--- src/rtl/lpg_pkg.sv ---
package lpg_pkg;

    typedef enum logic [1:0] {
        ST_HUNT  = 2'd0,
        ST_ACQ   = 2'd1,
        ST_CHECK = 2'd2
    } lane_st_e;

    // Start value of a lane's counter: lane index times 0x0101
    function automatic logic [15:0] lane_seed(input int unsigned lane);
        return 16'(lane * 257);
    endfunction

endpackage

--- src/rtl/lpg_tx.sv ---
module lpg_tx #(
    parameter int LANES  = 23,
    parameter int WORD_W = 16
) (
    input  logic             clk,
    input  logic             rst_n,
    input  logic             en,
    output logic [LANES-1:0] data,
    output logic             par
);
    localparam int IDX_W = $clog2(WORD_W);
    localparam logic [IDX_W-1:0] IDX_LAST = IDX_W'(WORD_W - 1);

    typedef struct packed {
        logic [IDX_W-1:0]             idx;
        logic [LANES-1:0][WORD_W-1:0] cnt;
    } tx_s;

    tx_s q, d;

    always_comb begin
        d = q;
        if (en) begin
            d.idx = q.idx + 1'b1;
            if (q.idx == IDX_LAST) begin
                d.idx = '0;
                for (int i = 0; i < LANES; i++) begin
                    d.cnt[i] = q.cnt[i] + WORD_W'(1);
                end
            end
        end
    end

    always_ff @(posedge clk or negedge rst_n) begin
        if (!rst_n) begin
            q.idx <= '0;
            for (int i = 0; i < LANES; i++) begin
                q.cnt[i] <= WORD_W'(lpg_pkg::lane_seed(i));
            end
        end else begin
            q <= d;
        end
    end

    logic [LANES-1:0][WORD_W-1:0] shifted;
    always_comb begin
        for (int i = 0; i < LANES; i++) begin
            shifted[i] = q.cnt[i] << q.idx;
            data[i]    = shifted[i][WORD_W-1];
        end
        par = ^data;
    end

    // a completed word steps the counter
    p_word_step_r3: assert property (@(posedge clk) disable iff (!rst_n)
        (en && q.idx == IDX_LAST) |=> (q.cnt[0] == $past(q.cnt[0]) + WORD_W'(1)) && (q.idx == '0));

    // nothing moves without enable
    p_hold_r2: assert property (@(posedge clk) disable iff (!rst_n)
        !en |=> $stable(q.idx) && $stable(q.cnt));

endmodule

--- src/rtl/lpg_rx_frame.sv ---
module lpg_rx_frame #(
    parameter int LANES  = 23,
    parameter int WORD_W = 16,
    parameter int ERR_W  = 16
) (
    input  logic             clk,
    input  logic             rst_n,
    input  logic             clr,
    input  logic             smp,
    input  logic [LANES-1:0] rx_data,
    input  logic             rx_par,
    output logic             word_end,
    output logic [ERR_W-1:0] par_err
);
    localparam int IDX_W = $clog2(WORD_W);
    localparam logic [IDX_W-1:0] IDX_LAST = IDX_W'(WORD_W - 1);

    typedef struct packed {
        logic [IDX_W-1:0] idx;
        logic [ERR_W-1:0] perr;
    } fr_s;

    fr_s  q, d;
    logic bad_par;

    assign bad_par  = (^rx_data) != rx_par;
    assign word_end = smp && (q.idx == IDX_LAST);
    assign par_err  = q.perr;

    always_comb begin
        d = q;
        if (clr) begin
            d = '0;
        end else if (smp) begin
            d.idx = q.idx + 1'b1;
            if (bad_par && q.perr != '1) begin
                d.perr = q.perr + 1'b1;
            end
        end
    end

    always_ff @(posedge clk or negedge rst_n) begin
        if (!rst_n) begin
            q <= '0;
        end else begin
            q <= d;
        end
    end

    // parity count moves by at most one and never falls without clear
    p_par_mono_r9: assert property (@(posedge clk) disable iff (!rst_n)
        !clr |=> (q.perr >= $past(q.perr)) && (q.perr - $past(q.perr) <= ERR_W'(1)));

    // no sample, no change
    p_no_smp_r5: assert property (@(posedge clk) disable iff (!rst_n)
        (!smp && !clr) |=> $stable(q));

endmodule

--- src/rtl/lpg_rx_lane.sv ---
module lpg_rx_lane #(
    parameter int WORD_W = 16,
    parameter int ERR_W  = 16
) (
    input  logic             clk,
    input  logic             rst_n,
    input  logic             clr,
    input  logic             smp,
    input  logic             bit_in,
    input  logic             word_end,
    output logic [ERR_W-1:0] err_cnt,
    output logic             locked
);
    import lpg_pkg::*;

    typedef struct packed {
        lane_st_e          st;
        logic              mcnt;
        logic [WORD_W-1:0] sh;
        logic [WORD_W-1:0] exp;
        logic [ERR_W-1:0]  err;
    } lane_s;

    lane_s             q, d;
    logic [WORD_W-1:0] word_w;
    logic [WORD_W-1:0] nxt_w;

    assign word_w  = {q.sh[WORD_W-2:0], bit_in};
    assign nxt_w   = q.exp + WORD_W'(1);
    assign err_cnt = q.err;
    assign locked  = (q.st == ST_CHECK);

    always_comb begin
        d = q;
        if (clr) begin
            d    = '0;
            d.st = ST_HUNT;
        end else if (smp) begin
            d.sh = word_w;
            if (word_end) begin
                case (q.st)
                    ST_HUNT: begin
                        d.exp  = word_w;
                        d.mcnt = 1'b0;
                        d.st   = ST_ACQ;
                    end
                    ST_ACQ: begin
                        d.exp = word_w;
                        if (word_w == nxt_w) begin
                            if (q.mcnt) begin
                                d.st = ST_CHECK;
                            end
                            d.mcnt = 1'b1;
                        end else begin
                            d.mcnt = 1'b0;
                        end
                    end
                    ST_CHECK: begin
                        d.exp = nxt_w;
                        if (word_w != nxt_w && q.err != '1) begin
                            d.err = q.err + 1'b1;
                        end
                    end
                    default: d.st = ST_HUNT;
                endcase
            end
        end
    end

    always_ff @(posedge clk or negedge rst_n) begin
        if (!rst_n) begin
            q    <= '0;
            q.st <= ST_HUNT;
        end else begin
            q <= d;
        end
    end

    // lock appears only on a word boundary
    p_lock_on_word_r6: assert property (@(posedge clk) disable iff (!rst_n)
        $rose(locked) |-> $past(word_end));

    // errors only counted while locked, one per word
    p_err_step_r7: assert property (@(posedge clk) disable iff (!rst_n)
        (!clr && !(word_end && locked)) |=> $stable(q.err));

    // saturating counter never wraps
    p_no_wrap_r8: assert property (@(posedge clk) disable iff (!rst_n)
        !clr |=> q.err >= $past(q.err));

    // clear empties the lane
    p_clear_r10: assert property (@(posedge clk) disable iff (!rst_n)
        clr |=> (q.err == '0) && !locked);

endmodule

--- src/rtl/lpg_top.sv ---
module lpg_top #(
    parameter int LANES  = 23,
    parameter int WORD_W = 16,
    parameter int ERR_W  = 16,
    parameter int ADDR_W = $clog2(LANES + 1)
) (
    input  logic              clk,
    input  logic              rst_n,
    input  logic              clr,
    input  logic              tx_en,
    output logic [LANES-1:0]  tx_data,
    output logic              tx_par,
    output logic              tx_clk_fwd,
    input  logic              rx_sample,
    input  logic [LANES-1:0]  rx_data,
    input  logic              rx_par,
    input  logic [ADDR_W-1:0] reg_addr,
    output logic [ERR_W-1:0]  reg_rdata,
    output logic [LANES-1:0]  lane_lock,
    output logic              err_any
);
    localparam logic [ADDR_W-1:0] PAR_ADDR = ADDR_W'(LANES);

    logic                        word_end;
    logic [ERR_W-1:0]            par_err;
    logic [LANES-1:0][ERR_W-1:0] lane_err;
    logic [LANES-1:0]            lane_nz;

    assign tx_clk_fwd = clk;

    lpg_tx #(.LANES(LANES), .WORD_W(WORD_W)) tx_i (
        .clk  (clk),
        .rst_n(rst_n),
        .en   (tx_en),
        .data (tx_data),
        .par  (tx_par)
    );

    lpg_rx_frame #(.LANES(LANES), .WORD_W(WORD_W), .ERR_W(ERR_W)) frame_i (
        .clk     (clk),
        .rst_n   (rst_n),
        .clr     (clr),
        .smp     (rx_sample),
        .rx_data (rx_data),
        .rx_par  (rx_par),
        .word_end(word_end),
        .par_err (par_err)
    );

    for (genvar g = 0; g < LANES; g++) begin : g_lane
        lpg_rx_lane #(.WORD_W(WORD_W), .ERR_W(ERR_W)) lane_i (
            .clk     (clk),
            .rst_n   (rst_n),
            .clr     (clr),
            .smp     (rx_sample),
            .bit_in  (rx_data[g]),
            .word_end(word_end),
            .err_cnt (lane_err[g]),
            .locked  (lane_lock[g])
        );
        assign lane_nz[g] = |lane_err[g];
    end

    always_comb begin
        reg_rdata = '0;
        if (reg_addr < PAR_ADDR) begin
            reg_rdata = lane_err[reg_addr];
        end else if (reg_addr == PAR_ADDR) begin
            reg_rdata = par_err;
        end
        err_any = (|lane_nz) || (|par_err);
    end

    // flag low implies the parity counter is empty
    p_flag_r12: assert property (@(posedge clk) disable iff (!rst_n)
        !err_any |-> (par_err == '0));

    // forwarded parity is even over the lanes
    p_tx_even_r4: assert property (@(posedge clk) disable iff (!rst_n)
        ^{tx_data, tx_par} == 1'b0);

endmodule

--- config.mk ---
export PLATFORM = sky130hd
export DESIGN_NAME = lpg_top
export DESIGN_NICKNAME = d
export VERILOG_FILES = /design/src/rtl/lpg_pkg.sv /design/src/rtl/lpg_tx.sv /design/src/rtl/lpg_rx_frame.sv /design/src/rtl/lpg_rx_lane.sv /design/src/rtl/lpg_top.sv
export SDC_FILE = /design/constraint.sdc
export NUM_CORES = 2
export LEC_CHECK = 0
export ABC_CLOCK_PERIOD_IN_PS = 6500
export BUFFER_PORTS_ARGS = -buffer_cell sky130_fd_sc_hd__buf_2
export CORE_MARGIN = 2
export CORE_UTILIZATION = 45
export DETAILED_ROUTE_END_ITERATION = 7
export SYNTH_ARGS = -nofsm -noshare
export SYNTH_HDL_FRONTEND = slang
export SYNTH_SLANG_ARGS = --single-unit
--- constraint.sdc ---
create_clock -name clk -period 6.5 [get_ports clk]
set_input_delay 0.325 -clock clk [delete_from_list [all_inputs] [get_ports clk]]
set_output_delay 0.325 -clock clk [all_outputs]
set_load 0.01 [all_outputs]
==> run_results.csv <==
group,metric,value,unit
status,outcome,"finished clean",
job,drv_cap,0,
routing,vias,74800,
synth,synth.top_cell.area_share,39.0,%
synth,synth_edf_count,0,
setup_path,crit_start,"tx_i.q[369]",
setup_path,endpoint,"tx_par",
clocking,clock_latency,0.96,ns
setup_path,rr_endpoint,"tx_i.q[285]",
setup_path,crit_chain,"buf_4 -> mux4_2 -> mux4_2 -> xnor2_1 -> xnor2_1 -> xnor2_1 -> xnor2_1 -> buf_2",
sta,finalClockSkew,0.0292,ns
global_routing,antenna_found_initial,11,
final_layout,final_cell_count_no_fill,12700,
routing,drt-initial-drc-count,6168,
synth,synth.distinct_cells,104,
floorplan,die_h,458,um
sta,worstMarginPinSlew,1.26,ns
synth,synth_cells,10000,
setup_path,cp_data_arrival_time,4.70,ns
sta,maxSlewHeadroom,16.1,%
sta,fmax,0.199,GHz
synth,ys_seq_area_share,41.7,%
routing,drc,0,
setup_path,cpLargestDelayFamily,"multiplexers",
setup_path,reg2reg_depth,11,
sta,finalHoldViolCount,0,
floorplan,core.rowCount,166,
place,numPortBuffers,98,
routing,firstDrtPassIters,6,
hold_path,min_path_cells,3,
routing,ant_nets,0,
synth,ys.flop_type,"dfrtp_1",
final_layout,fillers,18800,
pwr,irDropWorstVdd,0.290,mV
setup_path,critPathSlowestCell,"dfrtp_4",
setup_path,crit_path_start_kind,"flop",
floorplan,die_x,458,um
hold_path,hold_path.class,"primary input to flop",
setup_path,cp-end-kind,"primary output",
floorplan,start_util,45.3,%
routing,via_per_inst,5.91,
sta,maxSlewViolCount,0,
global_routing,grt_max_degree,189,
synth,synth.top_cells.by_count,"dfrtp_1, nor2_1, xnor2_1",
final_layout,register_area,38700,um^2
global_routing,gr-usage-all-layers,23.0,%
global_routing,grt_pass1_wl,398000,um
synth,avgSynthCellArea,9.26,um^2
place,post-place-ws,2.32,ns
synth,synthArstFlopShare,100,%
clocking,cts_tree,"done",
clocking,cts.repair.resized,0,
place,routabilityCongestion,0.917,
setup_path,max_stage_delay,1.00,ns
floorplan,core-area,205000,um^2
setup_path,ff2ff_setup_slack,2.35,ns
clocking,path_clk_slew,0.06,ns
synth,ys_ff_latch,1542,
synth,yosysWarnings,0,
setup_path,cp_common_cell,"xnor2_1",
setup_path,required,6.17,ns
place,place_inst,12300,
final_layout,syn_to_final_growth,9.61,%
sta,fin_setup_tns,0,ns
routing,wl_per_cell,19.2,um
setup_path,crit_type,"flop to primary output",
clocking,post-cts-setup-buffers,0,
setup_path,crit_fanout,47,
synth,synth_top_area_cell,"dfrtp_1",
final_layout,multi_input_area,50700,um^2
sta,rsz0062_at_grt,"no",
final_layout,drive_above_1_share,9.36,%
floorplan,die_area,210000,um^2
setup_path,crit_buf_inv,2,
synth,syn_nets,10100,
setup_path,reg2reg_from,"tx_i.q[369]",
synth,synth_area,92800,um^2
global_routing,grt_pass1_vias,72100,
place,dp_hpwl,164000,um
sta,setup_violations,0,
sta,period_minus_slack,5.02,ns
sta,worst_slack,1.48,ns
routing,drt_wl_total,244000,um
pwr,p_leak,42.6,nW
final_layout,num-nets-final,9950,
sta,finalCritPeriodShare,77.3,%
final_layout,fin_util,49.7,%
floorplan,num_io_pins,99,
synth,synth_area_leaders,"dfrtp_1, xnor2_1, nor2_1, mux4_2, mux2i_1",
pwr,powerDensity,227,nW/um^2
global_routing,grt-ovfl-total,0,
setup_path,crit_cells,8,
synth,synth.most_common_cell,"dfrtp_1",
[routing by layer]
metal	global-route usage, %	share of wire, %	vias up
met4	6.85	2.6	8
met3	4.03	5.9	389
met2	35.8	45	1827
met1	32.8	46	37200
met5	0	0.020	-
li1	-	-	35400
[cells in the final DEF (no fill, tap or decap), types with 260 or more instances in the layout]
cell type  synthesis  routed
xor2_1           386     386
a21oi_1          510     508
o21ai_0          633     633
nand3_1          455     455
nor2_1          1309    1307
nor3_1           278     278
dfrtp_1         1446    1443
nand2_1          744     744
xnor2_1          766     766
mux2i_1          419     419
nand4_1          260     260
[power breakdown]
group	internal [mW]	leakage, nW	switching [mW]
Sequential	9.84	21.1	0.357
Clock	6.34	3.08	4.29
Combinational	0.918	18.5	1.38
[repair_timing]
action	in CTS	in global routing
hold endpoints to repair	396	0
hold buffers	31	0
endpoints found under the setup margin	0	0
[per-stage QoR]
step	cell area, um^2	hold slack [ns]	power (mW)
floorplan	92800	0.0294	11.8
global placement	95100	0.372	12.7
detailed placement	95100	0.373	12.7
CTS	102000	0.174	23.4
global route	102000	0.202	24.0
finish	102000	0.218	23.1
[state kept, by name (all words and copies together), names as in the netlist]
signal and count:
frame_i.par_err 16, frame_i.q 4, g_lane.lane_i.q 782, g_lane.lane_i.err_cnt 368, tx_i.q 372
[cells by family (layout without fill, tap and decap cells)]
logic type               Yosys count  count (layout)  share of synthesized area, %
AO/OA/AOI/OAI                   1746            1746                          11.3
XOR/XNOR                        1161            1161                          11.1
adder cells (fa/ha/maj)           96              96                          1.29
buffers and inverters            842             802                          3.70
flip-flops                      1542            1542                          41.7
multiplexers                     659             659                          9.83
other                              0               5                             0
AND/OR/NAND/NOR                 3970            3970                          21.1
[worst min-delay path, stage by stage]
cell	delay [ns]
dlygate4sd3_1	0.55
buf_2	0.17
mux2i_1	0.08
[layout make-up]
| type | count | share of cell area [%] |
|---|---|---|
| multi-input combinational | 7632 | 49.8 |
| tap | 2688 | 3.31 |
| clock buffer | 267 | 5.29 |
| timing repair buffer | 238 | 1.82 |
| inverter | 224 | 0.829 |
| sequential | 1542 | 38.1 |
| antenna | 5 | 0.0123 |
| clock inverter | 73 | 0.842 |
[worst min path at each step]
stage | startpoint | endpoint | slack, ns
6_report | tx_en | tx_i.q[368] | 0.22
5_1_grt | tx_en | tx_i.q[368] | 0.20
4_1_cts | tx_en | tx_i.q[368] | 0.17
3_5_place_dp | rst_n | tx_i.q[259] | 0.37
3_3_place_gp | rst_n | tx_i.q[259] | 0.37
2_1_floorplan | rst_n | frame_i.par_err[0] | 0.03
Power figures use the tool's default switching activity.
